==> src/rtl/pscale_timer_pkg.sv <==
package pscale_timer_pkg;
  typedef enum logic [2:0] {
    TC_NOP    = 3'd0,
    TC_LOAD   = 3'd1,
    TC_START  = 3'd2,
    TC_STOP   = 3'd3,
    TC_WR_LO  = 3'd4,
    TC_WR_HI  = 3'd5
  } tmr_cmd_e;
endpackage

==> src/rtl/pscale_timer_div.sv <==
module pscale_timer_div #(
  parameter int DIV_EXP = 3
) (
  input  logic clk_i,
  input  logic rst_ni,
  output logic tick_o
);
  if (DIV_EXP == 0) begin : g_nodiv
    assign tick_o = 1'b1;
  end else begin : g_div
    logic [DIV_EXP-1:0] pre_q;
    always_ff @(posedge clk_i or negedge rst_ni) begin
      if (!rst_ni) pre_q <= '0;
      else         pre_q <= pre_q + 1'b1;
    end
    assign tick_o = &pre_q;
  end
endmodule

==> src/rtl/pscale_timer_cnt.sv <==
module pscale_timer_cnt
  import pscale_timer_pkg::*;
#(
  parameter int CNT_W = 8
) (
  input  logic             clk_i,
  input  logic             rst_ni,
  input  logic             tick_i,
  input  tmr_cmd_e         cmd_i,
  input  logic [CNT_W-1:0] data_i,
  output logic [CNT_W-1:0] count_o,
  output logic             run_o,
  output logic             ovf_o
);
  localparam int NIB_W = CNT_W / 2;

  logic [CNT_W-1:0] cnt_q;
  logic             run_q;
  logic             plo_v_q, phi_v_q;
  logic [NIB_W-1:0] plo_q, phi_q;
  logic             pend_w;
  logic [CNT_W-1:0] merged_w;

  assign pend_w   = plo_v_q | phi_v_q;
  assign merged_w = {phi_v_q ? phi_q : cnt_q[CNT_W-1:NIB_W],
                     plo_v_q ? plo_q : cnt_q[NIB_W-1:0]};
  // rollover only on a plain increment tick
  assign ovf_o = (cmd_i != TC_LOAD) && tick_i && run_q && !pend_w && (&cnt_q);

  always_ff @(posedge clk_i or negedge rst_ni) begin
    if (!rst_ni) begin
      cnt_q   <= '0;
      run_q   <= 1'b0;
      plo_v_q <= 1'b0;
      phi_v_q <= 1'b0;
      plo_q   <= '0;
      phi_q   <= '0;
    end else begin
      if (cmd_i == TC_START) run_q <= 1'b1;
      if (cmd_i == TC_STOP)  run_q <= 1'b0;
      if (cmd_i == TC_LOAD) begin
        cnt_q   <= data_i;
        plo_v_q <= 1'b0;
        phi_v_q <= 1'b0;
      end else begin
        if (tick_i && pend_w) begin
          cnt_q   <= merged_w;
          plo_v_q <= 1'b0;
          phi_v_q <= 1'b0;
        end else if (tick_i && run_q) begin
          cnt_q <= cnt_q + 1'b1;
        end
        // a write arriving on a tick waits for the following tick
        if (cmd_i == TC_WR_LO) begin
          plo_v_q <= 1'b1;
          plo_q   <= data_i[NIB_W-1:0];
        end
        if (cmd_i == TC_WR_HI) begin
          phi_v_q <= 1'b1;
          phi_q   <= data_i[NIB_W-1:0];
        end
      end
    end
  end

  assign count_o = cnt_q;
  assign run_o   = run_q;
endmodule

==> src/rtl/pscale_timer_flag.sv <==
module pscale_timer_flag (
  input  logic clk_i,
  input  logic rst_ni,
  input  logic ovf_i,
  input  logic ack_i,
  input  logic test_i,
  output logic flag_o,
  output logic irq_o
);
  logic flag_q, irq_q;

  always_ff @(posedge clk_i or negedge rst_ni) begin
    if (!rst_ni) begin
      flag_q <= 1'b0;
      irq_q  <= 1'b0;
    end else begin
      irq_q <= ovf_i;
      if (ovf_i)                flag_q <= 1'b1;  // set beats clear
      else if (ack_i || test_i) flag_q <= 1'b0;
    end
  end

  assign flag_o = flag_q;
  assign irq_o  = irq_q;
endmodule

==> src/rtl/pscale_timer.sv <==
module pscale_timer
  import pscale_timer_pkg::*;
#(
  parameter int DIV_EXP = 3,
  parameter int CNT_W   = 8,
  localparam int NIB_W  = CNT_W / 2
) (
  input  logic             clk_i,
  input  logic             rst_ni,
  input  logic [2:0]       cmd_i,
  input  logic [CNT_W-1:0] data_i,
  input  logic             rd_hi_i,
  input  logic             irq_ack_i,
  input  logic             flag_test_i,
  output logic [CNT_W-1:0] count_o,
  output logic [NIB_W-1:0] rd_nib_o,
  output logic             flag_o,
  output logic             irq_o
);
  if (DIV_EXP < 0 || DIV_EXP > 13 || DIV_EXP == 6) begin : g_bad_exp
    $fatal(1, "pscale_timer: DIV_EXP must be 0..13 and not 6");
  end

  tmr_cmd_e         cmd_w;
  logic             tick_w;
  logic             ovf_w;
  logic             run_w;
  logic [CNT_W-1:0] cnt_w;

  assign cmd_w = tmr_cmd_e'(cmd_i);

  pscale_timer_div #(.DIV_EXP(DIV_EXP)) u_div (
    .clk_i  (clk_i),
    .rst_ni (rst_ni),
    .tick_o (tick_w)
  );

  pscale_timer_cnt #(.CNT_W(CNT_W)) u_cnt (
    .clk_i   (clk_i),
    .rst_ni  (rst_ni),
    .tick_i  (tick_w),
    .cmd_i   (cmd_w),
    .data_i  (data_i),
    .count_o (cnt_w),
    .run_o   (run_w),
    .ovf_o   (ovf_w)
  );

  pscale_timer_flag u_flag (
    .clk_i  (clk_i),
    .rst_ni (rst_ni),
    .ovf_i  (ovf_w),
    .ack_i  (irq_ack_i),
    .test_i (flag_test_i),
    .flag_o (flag_o),
    .irq_o  (irq_o)
  );

  assign count_o  = cnt_w;
  assign rd_nib_o = rd_hi_i ? cnt_w[CNT_W-1:NIB_W] : cnt_w[NIB_W-1:0];
endmodule

==> config.mk <==
export PLATFORM = sky130hd
export DESIGN_NAME = pscale_timer
export DESIGN_NICKNAME = d
export VERILOG_FILES = /design/src/rtl/pscale_timer_pkg.sv /design/src/rtl/pscale_timer_div.sv /design/src/rtl/pscale_timer_cnt.sv /design/src/rtl/pscale_timer_flag.sv /design/src/rtl/pscale_timer.sv
export SDC_FILE = /design/constraint.sdc
export NUM_CORES = 1
export LEC_CHECK = 0
export BUFFER_PORTS_ARGS = -buffer_cell sky130_fd_sc_hd__clkbuf_2
export CAP_MARGIN = 20
export CORE_MARGIN = 2
export CORE_UTILIZATION = 45
export CTS_BUF_LIST = sky130_fd_sc_hd__clkbuf_4
export CTS_CLUSTER_DIAMETER = 200
export DETAILED_ROUTE_END_ITERATION = 8
export GPL_TIMING_DRIVEN = 0
export PLACE_DENSITY_LB_ADDON = 0.2
export SLEW_MARGIN = 20
export SYNTH_ARGS = -nofsm -noshare
export SYNTH_HDL_FRONTEND = slang
export SYNTH_SLANG_ARGS = --single-unit
==> constraint.sdc <==
create_clock -name clk_i -period 3.3 [get_ports clk_i]
set_clock_uncertainty 0.2 [all_clocks]
set_input_delay 0.495 -clock clk_i [delete_from_list [all_inputs] [get_ports clk_i]]
set_output_delay 0.495 -clock clk_i [all_outputs]
set_load 0.005 [all_outputs]
==> results of run 1 <==
-- registers in the layout, indices dropped and copies added, names as in the netlist --
signal and flops:
u_cnt.plo_v_q 1, u_cnt.count_o 8, u_div.g_div.pre_q 3, u_cnt.phi_v_q 1, u_cnt.run_o 1, u_flag.irq_o 1
u_cnt.phi_q 4, u_cnt.plo_q 4, u_flag.flag_o 1
-- worst paths after layout --
path | from | to
worst max-delay path | u_div.g_div.pre_q[0] | u_cnt.count_o[6]
worst max register to register | u_div.g_div.pre_q[0] | u_cnt.count_o[6]
min in group asynchronous | rst_ni | u_cnt.count_o[5]
worst min-delay path | data_i[4] | u_cnt.count_o[4]
max in group asynchronous | rst_ni | u_div.g_div.pre_q[1]
worst min register to register | u_div.g_div.pre_q[0] | u_div.g_div.pre_q[0]
-- power groups by stage --
stage	Combinational [mW]	Clock [mW]	Sequential (mW)
CTS	0.206	0.139	0.404
global placement	0.201	0	0.408
finish	0.203	0.133	0.405
global route	0.233	0.149	0.415
floorplan	0.124	0	0.395
detailed placement	0.204	0	0.410
-- final cells by class --
type,instances,area (µm²)
Buffer,5,35.0
Inverter,3,11.3
Timing Repair Buffer,30,155
Sequential cell,24,601
Multi-Input combinational cell,94,664
Clock buffer,3,22.5
Clock inverter,1,3.75
Fill cell,245,1230
Tap cell,31,38.8
-- through the flow --
| stage | power (mW) | setup WS (ps) | hold slack, ps |
|---|---|---|---|
| after floorplan | 0.520 | 1370 | -0.591 |
| after global placement | 0.609 | 1290 | 211 |
| after detailed placement | 0.614 | 1270 | 217 |
| after CTS | 0.748 | 1250 | 164 |
| after global routing | 0.797 | 1190 | 190 |
| final | 0.742 | 1270 | 167 |
-- routing by layer --
metal / up-vias / part of all wire (%) / track usage (%)
met5: - / 0 / 0
met4: 0 / 2.0 / 7.64
met3: 7 / 5.1 / 2.23
met2: 28 / 47 / 29.1
met1: 547 / 46 / 25.5
li1: 533 / - / -
-- cells by family (layout without fill, tap and decap cells) --
group | Yosys count | in the layout | share of synthesized area [%]
AND/OR/NAND/NOR | 41 | 41 | 16.5
AO/OA/AOI/OAI | 33 | 33 | 17.1
flip-flops | 24 | 24 | 45.8
multiplexers | 17 | 17 | 14.2
buffers and inverters | 8 | 42 | 3.53
adder cells (fa/ha/maj) | 3 | 3 | 2.86
-- layout by cell type (no fill, tap or decap), types with 2 or more instances in the layout --
cell type / netlist / routed
clkbuf_2: 0 / 29
dfrtp_1: 24 / 24
mux2_2: 13 / 13
nand2_1: 10 / 10
nor2_1: 9 / 9
o21ai_0: 6 / 6
nor2b_1: 5 / 5
a21oi_1: 5 / 5
buf_4: 4 / 4
nand3_1: 4 / 4
mux2i_1: 4 / 4
inv_1: 3 / 3
nor4_1: 3 / 3
o21a_1: 3 / 3
nand2b_1: 3 / 3
o31ai_1: 3 / 3
o22ai_1: 3 / 3
ha_1: 3 / 3
clkbuf_4: 0 / 3
o21ai_1: 2 / 2
a211oi_1: 2 / 2
o2bb2ai_1: 2 / 2
o2111ai_1: 2 / 2
-- worst reg2reg max path: stages, from the launching register on --
cell and delay, ps:
dfrtp_1 400, ha_1 200, ha_1 170, buf_2 170
o21a_1 140, or4_1 380, and3_1 180, o211ai_2 140
==> run summary, run 1 <==
pin count of the biggest net entering global routing: 25
RD Place Congestion: 0.795
CORE AREA: 2760 µm²
sequential share of power: 54.7%
RSZ-0062 raised after global routing: false
Setup violations, final: 0
Net Sw Power: 0.240 mW
Post-DP Area: 1500 µm²
Synth cell types: 34
die width: 58.0 µm
crit path kind: flip-flop to flip-flop
Worst Setup End Kind: flip-flop
CTS sink cnt: 24
final wirelength: 2.76 mm
H-Tree Depth: 1
first-pass GRT wire length: 4.71 mm
highest-delay cell along the critical path: dfrtp_1
part of the cycle the worst path needs: 61.6%
leading area contributor after synthesis: dfrtp_1
Vias: 1115
Synth area leaders: dfrtp_1, mux2_2, mux2i_1
Post-synth EDFFs: 0
final total negative setup slack: 0 ps
Layout Cells excl Fill: 191
Total GRT Usage: 18.3%
Top Ports: 30
pwr dens: 484 nW/µm²
CP bufs+invs: 1
Synth Instances: 126
wire per inst: 14.5 µm
Die Area: 3360 µm²
CP Cell Sequence: ha_1 -> ha_1 -> buf_2 -> o21a_1 -> or4_1 -> and3_1 -> o211ai_2
clk slew on worst S/H paths: 140 ps
Slew Limit Fails: 0
Commonest cells post-synth: dfrtp_1, mux2_2, nand2_1
status: finished, final reports clean
Crit path top cell by count: ha_1
#FFs+latches synth: 24
Max Buffers Root-to-Sink: 2
mapped cell area: 1310 µm²
CTS Hold Buffers Added: 1
CP top delay family: simple AND/OR/NAND/NOR gates
fmax: 0.492 GHz
worst-skew pair later-pin latency: 330 ps
global route total overflow: 0
end-of-flow core utilization: 55.5%
slew margin rel.: 61.2%
hold crit path type: input pin to flip-flop
Rows: 19
WP data arrival: 2100 ps
min Tclk post-route: 2030 ps
share of the synthesized area in the top cell type: 45.8%
CTS tree: yes
Die Y: 58.0 µm
Initial Util: 47.5%
Clock Tree Root: clkbuf_4
router iterations before antenna repair: 4
CP startpoint kind: flip-flop
nets: 180
Hold Fails Final Rpt: 0
Max-Cap Viols: 0
hpwl dp: 2.05 mm
critical path required time: 3360 ps
instance count on the critical path: 7
crit-path max cell delay: 400 ps
Num CTS Buffers: 3
PostCTS Resize Cnt: 0
P_int: 0.501 mW
actual slew at the worst max-slew pin: 583 ps
yosys warns: 0
worst vdd ir: 334 µV
post-DR vias/cell: 5.84
Area Overhead vs Synth: 16.8%
final instance area: 1530 µm²
Post-synth ARST share: 100%
sw frac: 32.4%
Avg Cell Area, Syn: 10.4 µm²
postcts setup bufs: 0
count leader, synth: dfrtp_1
Synthesized Nets: 145
Starting DRT DRC Count: 29
PortBufs: 29
antenna violations before repair: 0
clock power share: 18.0%
Final ANT Viol Nets: 0
Register-to-Register Path Depth: 7
post-synthesis sequential area ratio: 45.8%
Placed Cells incl. Taps: 186
ANT cells: 0
R2R setup slack: 1270 ps
Synth Flop Type: dfrtp_1
WHS Path Cells: 3
leak pwr: 0.725 nW
Logic pwr share: 27.3%
layout cells sized above 1: 34.4%
worst-path fanout max: 9
# DRC: 0
vias in the first global route: 1001
No activity file was read; power rests on OpenSTA's default activity.
==> inputs of run 2 (changes only) <==
==> constraint.sdc (replaced) <==
create_clock -name clk_i -period 2.12 [get_ports clk_i]
set_clock_uncertainty 0.2 [all_clocks]
set_input_delay 0.318 -clock clk_i [delete_from_list [all_inputs] [get_ports clk_i]]
set_output_delay 0.318 -clock clk_i [all_outputs]
set_load 0.005 [all_outputs]
==> run summary, run 2 (same netlist as run 1, synthesis figures left out) <==
top sig layer: met4 (unchanged)
leak pwr: 0.730 nW (was 0.725 nW)
actual slew at the worst max-slew pin: 586 ps (was 583 ps)
Worst Setup End Kind: flip-flop (unchanged)
postcts setup bufs: 0 (unchanged)
wire per inst: 14.4 µm (was 14.5 µm)
H-Tree Depth: 1 (unchanged)
highest-delay cell along the critical path: dfrtp_1 (unchanged)
CORE AREA: 2760 µm² (unchanged)
final wirelength: 2.77 mm (was 2.76 mm)
Max-Cap Viols: 0 (unchanged)
P_int: 0.782 mW (was 0.501 mW)
router iterations before antenna repair: 4 (unchanged)
part of the cycle the worst path needs: 96.0% (was 61.6%)
min Tclk post-route: 2030 ps (about the same)
most common cell after layout, fill and taps aside: clkbuf_2 (unchanged)
sequential share of power: 54.6% (was 54.7%)
PortBufs: 29 (unchanged)
die width: 58.0 µm (unchanged)
antenna violations before repair: 0 (unchanged)
instance count on the critical path: 7 (unchanged)
ANT cells: 0 (unchanged)
global route total overflow: 0 (unchanged)
CP top delay family: simple AND/OR/NAND/NOR gates (unchanged)
critical path required time: 2180 ps (was 3360 ps)
hpwl dp: 2.05 mm (unchanged)
Die Y: 58.0 µm (unchanged)
Register-to-Register Path Depth: 7 (unchanged)
RR Endpoint: u_cnt.count_o[6] (unchanged)
crit path kind: flip-flop to flip-flop (unchanged)
CTS sink cnt: 24 (unchanged)
Starting DRT DRC Count: 24 (was 29)
pin count of the biggest net entering global routing: 25 (unchanged)
CP startpoint kind: flip-flop (unchanged)
Setup violations, final: 0 (unchanged)
final total negative setup slack: 0 ps (unchanged)
worst r2r src: u_div.g_div.pre_q[0] (unchanged)
nets: 181 (was 180)
Final ANT Viol Nets: 0 (unchanged)
Num CTS Buffers: 3 (unchanged)
fmax: 0.491 GHz (was 0.492 GHz)
Slew Limit Fails: 0 (unchanged)
status: finished, final reports clean (unchanged)
CP Cell Sequence: ha_1 -> ha_1 -> buf_2 -> o21a_1 -> or4_1 -> and3_1 -> o211ai_2 (unchanged)
Max Buffers Root-to-Sink: 2 (unchanged)
Top Ports: 30 (unchanged)
Crit path top cell by count: ha_1 (unchanged)
Area Overhead vs Synth: 17.6% (was 16.8%)
end-of-flow core utilization: 55.9% (was 55.5%)
WL met3: 146 µm (was 140 µm)
sw frac: 32.4% (about the same)
first-pass GRT wire length: 4.72 mm (was 4.71 mm)
CP Capture Point: u_cnt.count_o[6] (unchanged)
Largest register FFs: 8 (unchanged)
WL met2: 1.32 mm (was 1.30 mm)
Die Area: 3360 µm² (unchanged)
layout cells sized above 1: 34.2% (was 34.4%)
worst-path fanout max: 9 (unchanged)
R2R setup slack: 90 ps (was 1270 ps)
hold crit path type: input pin to flip-flop (unchanged)
WP data arrival: 2100 ps (about the same)
crit-path max cell delay: 400 ps (about the same)
vias in the first global route: 1004 (was 1001)
slew margin rel.: 60.9% (was 61.2%)
Net Sw Power: 0.374 mW (was 0.240 mW)
RD Place Congestion: 0.795 (unchanged)
Initial Util: 47.5% (unchanged)
# DRC: 0 (unchanged)
pwr dens: 750 nW/µm² (was 484 nW/µm²)
Vias: 1115 (unchanged)
Rows: 19 (unchanged)
Layout Cells excl Fill: 192 (was 191)
CP bufs+invs: 1 (unchanged)
worst vdd ir: 522 µV (was 334 µV)
most frequent cells in the layout: clkbuf_2, dfrtp_1, mux2_2 (unchanged)
clk slew on worst S/H paths: 140 ps (about the same)
Logic pwr share: 27.4% (was 27.3%)
clock power share: 18.0% (about the same)
CTS tree: yes (unchanged)
post-DR vias/cell: 5.81 (was 5.84)
Hold Fails Final Rpt: 0 (unchanged)
Placed Cells incl. Taps: 186 (unchanged)
CP Launch Point: u_div.g_div.pre_q[0] (unchanged)
worst-skew pair later-pin latency: 330 ps (about the same)
Total GRT Usage: 18.4% (was 18.3%)
Clock Tree Root: clkbuf_4 (unchanged)
M1 WL: 1.26 mm (about the same)
RSZ-0062 raised after global routing: false (unchanged)
[run 2: cell types whose count changed in the layout (fill, tap and decap cells not counted)]
| cell | change |
|---|---|
| dlygate4sd3_1 | +1 |
[run 2: cell type report]
cell class	count	area, µm²
fill	244	1220
multi-input combinational	94	664
sequential	24	601
timing repair buffer	31	165
tap	31	38.8
buffer	5	35.0
clock buffer	3	22.5
inverter	3	11.3
clock inverter	1	3.75
[run 2: tightest hold or removal path, cell delays in order]
cell and delay (ps):
clkbuf_2 100, nand2_1 50, o21ai_0 60
[run 2: stage by stage]
step	hold slack, ps	setup WS, ps	total power, mW	area, µm²
floorplan	-178	188	0.809	1310
global placement	148	105	0.947	1500
detailed placement	152	85.3	0.955	1500
CTS	16.4	68.1	1.17	1540
global route	23.9	11.7	1.24	1540
finish	21.3	85.3	1.16	1540
[run 2: power by group through the flow]
stage | Sequential (mW) | Combinational, mW | Clock, mW
2_1_floorplan | 0.615 | 0.194 | 0
3_3_place_gp | 0.635 | 0.312 | 0
3_5_place_dp | 0.639 | 0.317 | 0
4_1_cts | 0.628 | 0.321 | 0.217
5_1_grt | 0.646 | 0.364 | 0.231
6_report | 0.631 | 0.317 | 0.207
[run 2: worst min path at each step]
stage	depth (start not counted)	slack (ps)	startpoint	endpoint
finish	3	20	data_i[1]	u_cnt.count_o[1]
global route	3	20	data_i[6]	u_cnt.count_o[6]
CTS	3	20	data_i[6]	u_cnt.count_o[6]
detailed placement	1	150	rst_ni	u_flag.irq_o
global placement	1	150	rst_ni	u_flag.flag_o
floorplan	0	-180	rst_ni	u_cnt.count_o[0]
[run 2: repair_timing]
item	in CTS	in global routing
hold buffers	2	0
resized for setup	0	0
hold endpoints to repair	25	0
[run 2: layer usage]
metal  vias to the layer above  track usage (%)
met5                         -                0
met3                         7             2.23
li1                        533                -
met4                         0             7.64
met1                       543             25.6
met2                        32             29.1
==> inputs of run 3 (changes only) <==
--- a/config.mk
+++ b/config.mk
@@ -14,6 +14,7 @@
 export DETAILED_ROUTE_END_ITERATION = 8
 export GPL_TIMING_DRIVEN = 0
 export PLACE_DENSITY_LB_ADDON = 0.2
+export SETUP_SLACK_MARGIN = 0.4
 export SLEW_MARGIN = 20
 export SYNTH_ARGS = -nofsm -noshare
 export SYNTH_HDL_FRONTEND = slang
==> run summary, run 3 (same netlist as run 1, synthesis figures left out) <==
fmax: 0.510 GHz (was 0.491 GHz)
FF/Latch Area: 604 µm² (was 601 µm²)
layout filler cell count: 245 (was 244)
WP data arrival: 2020 ps (was 2100 ps)
Num CTS Buffers: 3 (unchanged)
actual slew at the worst max-slew pin: 596 ps (was 586 ps)
nets: 188 (was 181)
wire per inst: 15.6 µm (was 14.4 µm)
Final ANT Viol Nets: 0 (unchanged)
worst-path fanout max: 4 (was 9)
ANT cells: 0 (unchanged)
CTS sink cnt: 24 (unchanged)
# DRC: 0 (unchanged)
pin count of the biggest net entering global routing: 25 (unchanged)
Die Y: 58.0 µm (unchanged)
antenna violations before repair: 0 (unchanged)
hold crit path type: input pin to flip-flop (unchanged)
slew margin rel.: 60.3% (was 60.9%)
Top Ports: 30 (unchanged)
final wirelength: 3.10 mm (was 2.77 mm)
Largest register FFs: 8 (unchanged)
PortBufs: 29 (unchanged)
Rows: 19 (unchanged)
hpwl dp: 2.14 mm (was 2.05 mm)
most frequent cells in the layout: clkbuf_2, dfrtp_1, mux2_2 (unchanged)
Max Buffers Root-to-Sink: 2 (unchanged)
Area Overhead vs Synth: 32.3% (was 17.6%)
die width: 58.0 µm (unchanged)
RD Place Congestion: 0.801 (was 0.795)
Slew Limit Fails: 0 (unchanged)
RSZ-0062 raised after global routing: true (was false)
worst vdd ir: 788 µV (was 522 µV)
layout cells sized above 1: 45.8% (was 34.2%)
Max-Cap Viols: 0 (unchanged)
first-pass GRT wire length: 5.35 mm (was 4.72 mm)
critical path required time: 2180 ps (about the same)
router iterations before antenna repair: 4 (unchanged)
worst-skew pair later-pin latency: 320 ps (was 330 ps)
Initial Util: 47.5% (unchanged)
post-DR vias/cell: 5.71 (was 5.81)
most common cell after layout, fill and taps aside: clkbuf_2 (unchanged)
status: finished, final reports clean (unchanged)
CP startpoint kind: flip-flop (unchanged)
final total negative setup slack: 0 ps (unchanged)
min Tclk post-route: 1960 ps (was 2030 ps)
CORE AREA: 2760 µm² (unchanged)
Die Area: 3360 µm² (unchanged)
leak pwr: 0.785 nW (was 0.730 nW)
clk slew on worst S/H paths: 140 ps (about the same)
area of the multi-input gates: 753 µm² (was 664 µm²)
pwr dens: 767 nW/µm² (was 750 nW/µm²)
Clock Tree Root: clkbuf_4 (unchanged)
Hold Fails Final Rpt: 0 (unchanged)
crit path kind: flip-flop to flip-flop (unchanged)
end-of-flow core utilization: 62.9% (was 55.9%)
Setup violations, final: 0 (unchanged)
CTS tree: yes (unchanged)
Total GRT Usage: 20.7% (was 18.4%)
part of the cycle the worst path needs: 92.5% (was 96.0%)
Power, Total: 1.33 mW (was 1.16 mW)
global route total overflow: 0 (unchanged)
Starting DRT DRC Count: 42 (was 24)
H-Tree Depth: 1 (unchanged)
Vias: 1136 (was 1115)
Worst Setup End Kind: flip-flop (unchanged)
vias in the first global route: 1165 (was 1004)
==> run 3: cell types whose count changed in the layout (fill, tap and decap cells not counted), sizes merged <==
cell    previous run  this run
buf                5        12
clkinv             1         0
bufinv             0         1
==> run 3: layout make-up <==
| cell class | instances | area share, % |
|---|---|---|
| Buffer | 5 | 2.60 |
| Timing Repair Buffer | 38 | 13.2 |
| Tap cell | 31 | 2.24 |
| Inverter | 3 | 0.649 |
| Sequential cell | 24 | 34.8 |
| Multi-Input combinational cell | 94 | 43.4 |
| Clock buffer | 3 | 1.30 |
| Clock inverter | 1 | 1.73 |
==> run 3: what timing repair did <==
action                                 4_1_cts  5_1_grt
gates resized for setup                      9       13
pin swaps                                    7        6
endpoints found under the hold margin       25        0
setup endpoints to repair                    7       14
setup buffers                                6        1
hold buffers                                 2        0
==> run 3: final timing paths <==
kind                                     to  cells past startpoint                  from  slack (ps)
max                        u_cnt.count_o[6]                      7  u_div.g_div.pre_q[0]         160
min                        u_cnt.count_o[1]                      3             data_i[1]          20
max reg2reg                u_cnt.count_o[6]                      7  u_div.g_div.pre_q[0]         160
min reg2reg                   u_flag.flag_o                      1         u_flag.flag_o         290
max in group asynchronous  u_cnt.count_o[1]                      2                rst_ni         980
min in group asynchronous     u_flag.flag_o                      2                rst_ni         310
==> run 3: layer usage <==
| layer | wire (µm) | vias up | global-route usage, % | share of wire, % |
|---|---|---|---|---|
| li1 | - | 552 | - | - |
| met1 | 1360 | 554 | 26.1 | 44 |
| met2 | 1590 | 28 | 36.7 | 51 |
| met3 | 120 | 2 | 3.35 | 3.9 |
| met4 | 26 | 0 | 5.65 | 0.84 |
| met5 | 0 | - | 0 | 0 |
==> run 3: critical path, cell delays in order (launching register included) <==
cell,delay (ps)
dfrtp_1,410
ha_2,190
ha_4,150
buf_6,110
o21a_1,120
or4_1,410
and3_4,200
o211ai_2,120
==> run 3: power breakdown <==
part           total, mW  switching [mW]  leakage [nW]  internal, mW
registers          0.644           0.107         0.289         0.537
logic              0.353           0.161         0.468         0.193
clock network      0.333           0.141        0.0279         0.191
==> run 3: metrics by stage <==
step	std cells	hold slack, ps	cell area, µm²	setup slack [ps]
3_5_place_dp	186	151	1530	166
5_1_grt	199	38.1	1730	90.3
3_3_place_gp	186	146	1530	196
4_1_cts	198	16.0	1680	151
2_1_floorplan	126	-178	1350	258
6_report	199	21.1	1730	160
